**config.mk**
```make
export PLATFORM = sky130hd
export DESIGN_NAME = dac_dbl_buffer
export DESIGN_NICKNAME = d
export VERILOG_FILES = /design/src/rtl/dacbuf_pkg.sv /design/src/rtl/dacbuf_ctrl.sv /design/src/rtl/dacbuf_datapath.sv /design/src/rtl/dac_dbl_buffer.sv
export SDC_FILE = /design/constraint.sdc
export NUM_CORES = 1
export LEC_CHECK = 0
export BUFFER_PORTS_ARGS = -buffer_cell sky130_fd_sc_hd__buf_2
export CAP_MARGIN = 40
export CORE_MARGIN = 5
export CORE_UTILIZATION = 30
export CTS_CLUSTER_SIZE = 20
export DETAILED_ROUTE_END_ITERATION = 10
export PLACE_DENSITY = 0.65
export SLEW_MARGIN = 20
export SYNTH_ARGS = -nofsm -noshare
export SYNTH_HDL_FRONTEND = slang
export SYNTH_SLANG_ARGS = --single-unit
```
**constraint.sdc**
```tcl
create_clock -name clk -period 1.15 [get_ports clk]
set_input_delay 0.23 -clock clk [delete_from_list [all_inputs] [get_ports clk]]
set_output_delay 0.23 -clock clk [all_outputs]
set_load 0.01 [all_outputs]
```
**src/rtl/dacbuf_pkg.sv**
```systemverilog
package dacbuf_pkg;
  typedef struct packed {
    logic loadLow;
    logic loadHigh;
    logic xfer;
  } dacStrobes_t;
endpackage

```
**src/rtl/dacbuf_ctrl.sv**
```systemverilog
module dacbuf_ctrl
  import dacbuf_pkg::*;
(
  input  logic        csN,
  input  logic        wrLatchN,
  input  logic        wrXferN,
  input  logic        xferN,
  input  logic        fullWordSel,
  output dacStrobes_t strobes
);
  logic latchEn;

  always_comb begin
    latchEn          = ~csN & ~wrLatchN;
    strobes.loadLow  = latchEn;
    strobes.loadHigh = latchEn & fullWordSel;
    strobes.xfer     = ~wrXferN & ~xferN;
  end
endmodule

```
**src/rtl/dacbuf_datapath.sv**
```systemverilog
module dacbuf_datapath
  import dacbuf_pkg::*;
#(
  parameter int DATA_W = 12,
  parameter int LOW_W  = 4
) (
  input  logic              clk,
  input  logic              rst,
  input  dacStrobes_t       strobes,
  input  logic [DATA_W-1:0] dataIn,
  output logic [DATA_W-1:0] latchQ,
  output logic [DATA_W-1:0] dacQ
);
  localparam int HIGH_W = DATA_W - LOW_W;
  localparam int NUM_SEC = 2;

  logic [NUM_SEC-1:0] secEn;
  logic [DATA_W-1:0]  latchNext;

  assign secEn[0] = strobes.loadLow;
  assign secEn[1] = strobes.loadHigh;

  for (genvar s = 0; s < NUM_SEC; s++) begin : g_sec
    localparam int BASE = (s == 0) ? 0 : LOW_W;
    localparam int WID  = (s == 0) ? LOW_W : HIGH_W;
    logic [WID-1:0] secQ;

    always_ff @(posedge clk) begin
      if (rst)
        secQ <= '0;
      else if (secEn[s])
        secQ <= dataIn[BASE +: WID];
    end

    assign latchNext[BASE +: WID] = secEn[s] ? dataIn[BASE +: WID] : secQ;
    assign latchQ[BASE +: WID]    = secQ;
  end

  always_ff @(posedge clk) begin
    if (rst)
      dacQ <= '0;
    else if (strobes.xfer)
      dacQ <= latchNext;
  end
endmodule

```
**src/rtl/dac_dbl_buffer.sv**
```systemverilog
module dac_dbl_buffer
  import dacbuf_pkg::*;
#(
  parameter int DATA_W = 12,
  parameter int LOW_W  = 4
) (
  input  logic              clk,
  input  logic              rst,
  input  logic              csN,
  input  logic              wrLatchN,
  input  logic              wrXferN,
  input  logic              xferN,
  input  logic              fullWordSel,
  input  logic [DATA_W-1:0] dataIn,
  output logic [DATA_W-1:0] latchOut,
  output logic [DATA_W-1:0] dacOut
);
  dacStrobes_t strobes;

  dacbuf_ctrl u_ctrl (
    .csN         (csN),
    .wrLatchN    (wrLatchN),
    .wrXferN     (wrXferN),
    .xferN       (xferN),
    .fullWordSel (fullWordSel),
    .strobes     (strobes)
  );

  dacbuf_datapath #(.DATA_W(DATA_W), .LOW_W(LOW_W)) u_dp (
    .clk     (clk),
    .rst     (rst),
    .strobes (strobes),
    .dataIn  (dataIn),
    .latchQ  (latchOut),
    .dacQ    (dacOut)
  );
endmodule

```
Word level (Yosys, flattened, before mapping)
Cells that the tools add are included.
Word-level totals
  bits in registers: 24
  output and inout bits: 24
  word-level logic and storage cells: 12
Cells by class
  muxes and demuxes: 2
  bitwise logic cells: 7
Operators with widths (count)
  8-bit 2-to-1 mux: 1
  4-bit 2-to-1 mux: 1
  1-bit inverter: 4
  1-bit AND: 3

Longest topological paths before layout
Gate-level depths: netlist (run 1).
  word-level depth: 4
  gate-level depth with buffers: 4
  gate-level depth less buffers: 3

Cells and area by module
From an unflattened synthesis (run 1), not the netlist that was laid out.
Unflattened totals
  cells, all modules: 82
  area total of the unflattened synthesis: 845.8 µm²
By module, submodules not included
  dacbuf_datapath: instances 1, cells each 78, area an instance 818.3 µm²
  dacbuf_ctrl: instances 1, cells each 4, area an instance 27.5 µm²

Worst setup path before layout (run 1)
No wires, ideal clock.
  kind: input to register
  start: input port wrLatchN
  end: register u_dp.dacQ[11]
  setup time: 0.142 ns
  arrival time: 0.891 ns
  required time: 1.008 ns
  setup slack: 0.117 ns
  stages: 4
  path buffers: 1
  cells stage by stage: or3b_1 > buf_4 > nand2_1 > a311oi_1
Between the ends
  longest elaborated chain between the ends: 4
Ends and longest elaborated chain
  start, declared: RTL line dac_dbl_buffer.sv:10  | input logic wrLatchN,
  1-bit inverter: RTL line dacbuf_ctrl.sv:14  | latchEn = ~csN & ~wrLatchN;
  1-bit AND: RTL line dacbuf_ctrl.sv:14
  1-bit AND: RTL line dacbuf_ctrl.sv:16  | strobes.loadHigh = latchEn & fullWordSel;
  8-bit 2-to-1 mux: RTL line dacbuf_datapath.sv:35  | assign latchNext[BASE +: WID] = secEn[s] ? dataIn[BASE +: WID] : secQ;
  end signal, assigned: RTL line dacbuf_datapath.sv:43  | dacQ <= latchNext;
  end, declared: RTL line dacbuf_datapath.sv:12  | output logic [DATA_W-1:0] dacQ
No other way between the ends.
A chain may end at the register's enable or synchronous reset.

Worst setup path in the final report (run 1)
  start: register u_dp.g_sec[1].secQ[7]
  end: output port latchOut[11]
RTL lines
  start, declared: RTL line dacbuf_datapath.sv:26  | logic [WID-1:0] secQ;
  start signal, assigned: RTL line dacbuf_datapath.sv:32  | secQ <= dataIn[BASE +: WID];
  end, declared: RTL line dac_dbl_buffer.sv:15  | output logic [DATA_W-1:0] latchOut,
No word-level cell between the ends.

==> metrics, run 1 <==
outcome=completed; final instance area=0.00113 mm²; Reg clk slew, reported paths=approximately 0.12 ns; Non-Filler Instances=163; worst reg2reg path endpoint=u_dp.dacQ[11]; Slew HR=roughly 72%; flop2flop setup slack=~0.38 ns; top cell type by total area after synthesis=dfxtp_1; initial cell density of the core=30.9%; crit path capture type=primary output; post-CTS setup buffers=0; max incr delay on CP=approximately 0.36 ns; largest cells by area after synthesis=dfxtp_1 57%, a311oi_1 8.3%, nand2_1 7.1%; gr ovfl total=0; Max Slew Vio Count=0; largest net degree at the start of global routing=25; share of layout cells above drive strength 1=a little under 40%; Layout fillers=about 280; Final Setup Violations=0; WP buf/inv=1; GPL Wtd Cong=between 0.6 and 0.7; DP HPWL=1.57 mm; Register Area=480 µm²; antenna cells=0; Die ar.=0.00398 mm²; number of global-route vias before repair=769; CTS Root Cell=clkbuf_4; RSZ-0062 raised after global routing=false; drt drc=0; worst-case reg-to-reg path depth=2; area delta synth->final=33.5%; Worst path slowest cell=dfxtp_1; initial drt markers=6; top cell type's share of synthesized area=between 50% and 60%; TritonRoute pass-1 iters=3; # port buffers=42; Seq/Total Area, Yosys=a little under three fifths; Sink Count=24; most frequent cells in the layout=42 x buf_2, 24 x dfxtp_1, 16 x nand2_1, 16 x nor2_1; worst path required time=0.92 ns; Placed Area=0.00110 mm²; Vias=between 700 and 800; min-delay src=dataIn[9]; Final WS setup=0.129 ns; critical path class=reg -> out; maxcap violations=0; startpoint types=register; crit path launch=u_dp.g_sec[1].secQ[7]; first-pass GRT wire length=3.31 mm; fin crit share=88.8%; core area=about 0.0027 mm²; Max IR drop VDD=around 1.1 mV; worst-skew pair later-pin latency=about 0.3 ns; Hold-fix buffers, CTS=0; Die Span X=around 63 µm; CTS max path bufs=2; Post-Place Setup Slack=-0.118 ns; area of the multi-input gates=340 µm²; CTS tree=done; Leakage=about 0.51 nW; Setup Skew=around 0.00064 ns; fin crit period=1.02 ns; Synth Warn #=0; final core utilization=41.2%; post-synth net total=around 110; Slew @ Worst Pin=0.416 ns; Final Hold Vio Count=0; Rows=19; Syn Inst Count=89; Top delay family on crit path=flip-flops; R2R Path Start=u_dp.g_sec[1].secQ[7]; I/O pins=43; total placed cells including tap cells=160; critical path, cell by cell=buf_2; Routed Antenna Nets=0; crit-path max FO=2; final WL=approximately 2.0 mm; PostCTS Resize Cnt=0; WHS Path Cells=3; CTS Buf Count=3; post-synthesis register bit count=24; synth unique cells=13; Via-to-Cell Ratio=4.77; initial antenna violation count=0; fin nets=roughly 150; power density over the cells=about 1300 mW/mm²; Vert. Die Dim=about 63 µm; f_max=roughly 980 MHz; Netlist Area Pre-Place=845 µm²; Routed WL per cell=roughly 12 µm; H-tree depth=1; GRT Util Overall=10.3%; Worst EP arrival=approximately 0.8 ns; hold path endpoint=u_dp.g_sec[1].secQ[5]; HP Class=in -> reg; most common cell after layout, fill and taps aside=buf_2; synthesized area per cell=roughly 9.5 µm²
[cell type report]
cell class	instances	share of cell area (%)
flip-flops and latches	24	42.6
multi-input cells	60	30.2
repair buffers	45	21.8
well taps	31	3.44
clock buffers	3	2.00
[cell usage after synthesis, drive strengths merged]
cell type / n
a21oi: 8
a311oi: 8
nor3b: 1
mux2i: 4
clkbuf: 3
dfxtp: 24
a211oi: 4
nand2: 16
buf: 2
or3b: 1
nor2: 18
[power by group]
part	internal, mW	switching [mW]	total [mW]
logic	0.0962	0.114	0.210
registers	0.873	0.0192	0.892
clock network	0.122	0.225	0.347
total	1.09	0.359	1.45
[kinds of logic after synthesis]
family / after synthesis / share of synthesized area, %
and+or+nand+nor: 36 / 19.0
DFF: 24 / 56.9
AOI/OAI and AO/OA: 20 / 16.6
buffers and inverters: 5 / 2.81
muxes: 4 / 4.74
[flip-flops by register name (all words and copies together), names as in the netlist]
name / flops
u_dp.g_sec.secQ: 12
u_dp.dacQ: 12
[metrics by stage]
stage / setup TNS [ns] / hold WS [ns] / power (mW)
2_1_floorplan: 0 / 0.302 / 1.02
3_3_place_gp: -1.13 / 0.463 / 1.12
3_5_place_dp: -1.58 / 0.473 / 1.13
4_1_cts: 0 / 0.169 / 1.48
5_1_grt: 0 / 0.159 / 1.55
6_report: 0 / 0.181 / 1.45
[worst max-delay path by stage]
stage / end / cells past startpoint
after floorplan: u_dp.dacQ[11] / 4
after global placement: u_dp.dacQ[11] / 4
after detailed placement: u_dp.dacQ[10] / 4
after CTS: latchOut[11] / 1
after global routing: dacOut[0] / 1
final: latchOut[11] / 1
[routing by layer]
layer,routed length (µm),global-route usage [%]
met1,850,10.6
met5,0,0
met3,218,6.39
met4,9,1.59
met2,939,17.8
(Power assumes the default switching activity.)
==> run 2: changes to the inputs <==
Settings changed: CORE_UTILIZATION 30 to 35, PLACE_DENSITY 0.65 to 0.72.
==> run 2 against run 1 <==
  * First-iteration DRC count grew to 4.5 times the previous value
  * Critical path depth stayed put
  * Final cell count is 1.8% lower
==> metrics, run 2 (same netlist as run 1, synthesis figures left out) <==
CTS Buf Count=3 (unchanged); area delta synth->final=35.7%; initial cell density of the core=37.5% (+6.6 points); Worst EP arrival=0.82 ns (+0.03 ns); CTS Root Cell=clkbuf_4; Final Hold Vio Count=0 (unchanged); I/O pins=43 (unchanged); final WL=2.09 mm (+3.6%); Vias=755 (-3.0%); Critical Path Stages=1 (unchanged); post-CTS setup buffers=0 (unchanged); crit path capture type=primary output; Layout fillers=235 (-16%); Via-to-Cell Ratio=4.72 (-1.1%); HP Class=in -> reg; worst path required time=0.92 ns (about the same); fin crit share=91.2% (+2.4 points); Slew @ Worst Pin=0.417 ns (+0.000629 ns); Post-Place Setup Slack=-0.145 ns (-0.0268 ns); critical path class=reg -> out; WP buf/inv=1 (unchanged); CTS max path bufs=2 (unchanged); Reg clk slew, reported paths=0.14 ns (+0.02 ns); # port buffers=42 (unchanged); final instance area=0.00115 mm² (+1.7%); share of layout cells above drive strength 1=38.6% (unchanged); Rows=17 (-2); H-tree depth=1 (unchanged); Routed WL per cell=13.1 µm (+5.6%); Max Slew Vio Count=0 (unchanged); RSZ-0062 raised after global routing=false; Leakage=0.520 nW (+1.7%); WHS Path Cells=3 (unchanged); worst-skew pair later-pin latency=0.32 ns (+0.02 ns); Die Span X=59.1 µm (-6.2%); gr ovfl total=0 (unchanged); outcome=completed; area of the multi-input gates=340 µm² (unchanged); maxcap violations=0 (unchanged); Placed Area=0.00109 mm² (-1.0%); Die ar.=0.00350 mm² (-12%); initial drt markers=27 (+21); f_max=953 MHz (-2.7%); CTS tree=done; startpoint types=register; number of global-route vias before repair=742 (-3.5%); Max IR drop VDD=0.981 mV (-11%); most common cell after layout, fill and taps aside=buf_2; largest net degree at the start of global routing=25 (unchanged); Vert. Die Dim=59.1 µm (-6.2%); antenna cells=0 (unchanged); max incr delay on CP=0.37 ns (about the same); critical path, cell by cell=buf_2; drt drc=0 (unchanged); GRT Util Overall=12.8% (+2.5 points); Final WS setup=0.101 ns (-0.0281 ns); Final Setup Violations=0 (unchanged); fin crit period=1.05 ns (+0.0281 ns); worst-case reg-to-reg path depth=2 (unchanged); DP HPWL=1.62 mm (+3.3%); first-pass GRT wire length=3.42 mm (+3.5%); Top delay family on crit path=flip-flops; Largest regs=u_dp.dacQ (12), u_dp.g_sec.secQ (12); core area=0.00225 mm² (-18%); initial antenna violation count=0 (unchanged); Hold-fix buffers, CTS=0 (unchanged); Sink Count=24 (unchanged); TritonRoute pass-1 iters=4 (+1); power density over the cells=1490 mW/mm² (+16%); Register Area=480 µm² (unchanged); crit-path max FO=2 (unchanged); Total Power=1.70 mW (+17%); Worst path slowest cell=dfxtp_1; PostCTS Resize Cnt=0 (unchanged); Slew HR=72.2% (about the same); GPL Wtd Cong=0.685 (+2.7%); most frequent cells in the layout=42 x buf_2, 24 x dfxtp_1, 16 x nand2_1, 16 x nor2_1; fin nets=152 (-0.65%); Routed Antenna Nets=0 (unchanged); Setup Skew=0.0150 ns (+0.0143 ns)
run 2: changes by cell type in the layout (fill, tap and decap cells not counted), sizes merged:
cell    before  now
buf         45   44
bufinv       0    1
run 2: through the flow:
stage          instances  setup TNS (ns)  hold WS (ns)  utilization, %
2_1_floorplan         89               0         0.302               -
3_3_place_gp         156           -1.28         0.464            48.5
3_5_place_dp         156           -1.78         0.468            48.5
4_1_cts              160               0         0.162            50.8
5_1_grt              160               0         0.161            50.8
6_report             160               0         0.159            50.8
run 2: area by class of cell:
cell class                 count  area share [%]
sequential                    24            41.9
multi-input combinational     60            29.7
timing repair buffer          44            20.7
tap                           28            3.06
clock inverter                 1            2.62
clock buffer                   3            1.97
run 2: worst paths after layout:
check | from | end | slack, ns
max reg2reg | u_dp.g_sec[1].secQ[5] | u_dp.dacQ[9] | 0.33
min | dataIn[9] | u_dp.g_sec[1].secQ[5] | 0.16
max | u_dp.g_sec[1].secQ[0] | latchOut[4] | 0.10
min reg2reg | u_dp.g_sec[1].secQ[5] | u_dp.g_sec[1].secQ[5] | 0.49
run 2: power breakdown:
part / switching [mW] / total [mW] / internal, mW
Sequential: 0.0197 / 0.893 / 0.873
Combinational: 0.116 / 0.211 / 0.0946
Clock: 0.247 / 0.600 / 0.352
Total: 0.383 / 1.70 / 1.32
run 2: per-layer routing:
metal	vias up	GRT usage (%)	wire length (µm)
li1	395	-	-
met4	0	5.83	42
met1	326	16.5	910
met2	30	20.2	954
met5	-	0	0
met3	4	2.83	182
==> run 3: changes to the inputs <==
Settings changed: CTS_CLUSTER_DIAMETER set to 30, SYNTH_HIERARCHICAL set to 1.
==> run 3 against run 2 <==
  * Global-route usage shrank 2.1 points
  * Utilization shrank 1.3 points
  * Clock power shrank 30%
  * Non-clock buffer count grew 1
  * Maximum frequency grew 1.7%
  * Wire length shrank 14%
  * Sequential power is essentially flat
  * Sequential share of layout area grew 1.1 points
  * Combinational power shrank 2%
  * Sequential cell count is the same
  * Die area grew 0.14%
  * Largest cell class unchanged
==> metrics, run 3 <==
fin crit period=1.03 ns (-0.0176 ns); Seq/Total Area, Yosys=56.8% (-0.084 points); total placed cells including tap cells=148 (-5.1%); Final Hold Vio Count=0 (unchanged); synthesized area per cell=10.3 µm² (+8.7%); critical path, cell by cell=buf_2; GRT Util Overall=10.7% (-2.1 points); final WL=1.80 mm (-14%); Synth async-reset ratio=0% (unchanged); Reg clk slew, reported paths=0.12 ns (-0.02 ns); crit-path max FO=2 (unchanged); Via-to-Cell Ratio=4.76 (+0.94%); share of layout cells above drive strength 1=40.3% (+1.7 points); maxcap violations=0 (unchanged); most frequent cell after synthesis=nor2_1; Largest regs=u_dp/dacQ (12), u_dp/g_sec.secQ (12); Non-Filler Instances=152 (-5.0%); Slew @ Worst Pin=0.409 ns (-0.00717 ns); Slew HR=72.7% (+0.48 points); RSZ-0062 raised after global routing=false; f_max=969 MHz (+1.7%); GPL Wtd Cong=0.738 (+7.9%); Most used DFF post-synth=dfxtp_1; synth unique cells=10 (-3); Max IR drop VDD=1.15 mV (+17%); crit path capture type=primary output; initial drt markers=9 (-67%); top cell type by total area after synthesis=dfxtp_1; Post-synth top cells=26 x nor2_1, 24 x dfxtp_1, 12 x a211oi_1, 12 x mux2i_1; gr ovfl total=0 (unchanged); CTS tree=done; Setup Skew=0.00516 ns (-0.00981 ns); Max Slew Vio Count=0 (unchanged); Total Power=1.52 mW (-11%); area delta synth->final=32.1%; first-pass GRT wire length=2.92 mm (-15%); Hold-fix buffers, CTS=0 (unchanged); power density over the cells=1360 mW/mm² (-8.3%); # port buffers=42 (unchanged); I/O pins=43 (unchanged); worst path required time=0.92 ns (about the same); Rows=17 (unchanged); CTS Root Cell=clkbuf_4; fin crit share=89.7% (-1.5 points); core area=0.00225 mm² (unchanged); TritonRoute pass-1 iters=3 (-1); initial cell density of the core=37.5% (+0.055 points); Die Span X=59.2 µm (about the same); Vert. Die Dim=59.2 µm (about the same); top cell type's share of synthesized area=56.8% (-0.084 points); max incr delay on CP=0.36 ns (about the same); HP Class=in -> reg; Syn Inst Count=82 (-7.9%); initial antenna violation count=0 (unchanged); post-CTS setup buffers=0 (unchanged); most common cell after layout, fill and taps aside=buf_2; outcome=completed; Top delay family on crit path=flip-flops; largest net degree at the start of global routing=25 (unchanged); Netlist Area Pre-Place=846 µm² (+0.15%); startpoint types=register; Routed WL per cell=11.8 µm (-9.5%); WP buf/inv=1 (unchanged); PostCTS Resize Cnt=0 (unchanged); largest cells by area after synthesis=dfxtp_1 57%, mux2i_1 14%, nor2_1 12%; number of synthesized flops with an enable pin=0 (unchanged); H-tree depth=1 (unchanged); Worst EP arrival=0.80 ns (-0.02 ns); drt drc=0 (unchanged); antenna cells=0 (unchanged); DP HPWL=1.39 mm (-14%); fin nets=144 (-5.3%); Die ar.=0.00350 mm² (+0.14%); Final Setup Violations=0 (unchanged); critical path class=reg -> out; worst-skew pair later-pin latency=0.30 ns (-0.02 ns); Synth Warn #=6 (+6); CTS max path bufs=2 (unchanged); number of global-route vias before repair=702 (-5.4%); post-synth net total=101 (-6.5%); Sink Count=24 (unchanged); Leakage=0.522 nW (+0.44%); post-synthesis register bit count=24 (unchanged); most frequent cells in the layout=42 x buf_2, 26 x nor2_1, 24 x dfxtp_1, 12 x mux2i_1, 12 x a211oi_1; CTS Buf Count=3 (unchanged); Worst path slowest cell=dfxtp_1; Vias=724 (-4.1%); Routed Antenna Nets=0 (unchanged)
[run 3: cell types whose count changed in the layout (fill, tap and decap cells not counted), moves of 8 or more]
cell,previous run,this run
mux2i_1,4,12
a311oi_1,8,0
nor2_1,16,26
nand2_1,16,0
a211oi_1,4,12
a21oi_1,8,0
[run 3: logic make-up after synthesis]
family	synth area share, %
DFF	56.8
AOI/OAI and AO/OA	10.7
buffers and inverters	5.32
and+or+nand+nor	13.0
muxes	14.2
[run 3: layout make-up]
cell class	count	area, µm²
Multi-Input combinational cell	51	320
Sequential cell	24	480
Tap cell	28	35.0
Clock buffer	4	36.3
Timing Repair Buffer	45	245
Fill cell	225	1140
[run 3: metrics by stage]
step	setup TNS, ns	setup slack, ns	area, µm²	util (%)	hold slack [ns]
6_report	0	0.118	1120	49.6	0.181
5_1_grt	0	0.0431	1120	49.6	0.159
4_1_cts	0	0.0997	1120	49.6	0.172
3_5_place_dp	-0.337	-0.0481	1080	47.9	0.479
3_3_place_gp	-0.251	-0.0376	1080	47.9	0.472
2_1_floorplan	0	0.163	846	-	0.303
[run 3: worst paths after layout]
check	start	end	slack, ns	cells after the start
min	dataIn[7]	u_dp/g_sec[1].secQ[3]	0.18	3
max	u_dp/dacQ[0]	dacOut[0]	0.12	1
max reg2reg	u_dp/g_sec[1].secQ[6]	u_dp/dacQ[10]	0.40	2
min reg2reg	u_dp/dacQ[6]	u_dp/dacQ[6]	0.49	2
[run 3: power by group]
part	internal (mW)	switching [mW]
logic	0.0978	0.109
registers	0.874	0.0201
clock network	0.193	0.228
total	1.16	0.358
[run 3: metal layers]
metal | wire length [µm] | global-route usage, %
met5 | 0 | 0
met4 | 0 | 0
met3 | 204 | 5.23
met2 | 798 | 18.6
met1 | 794 | 12.5
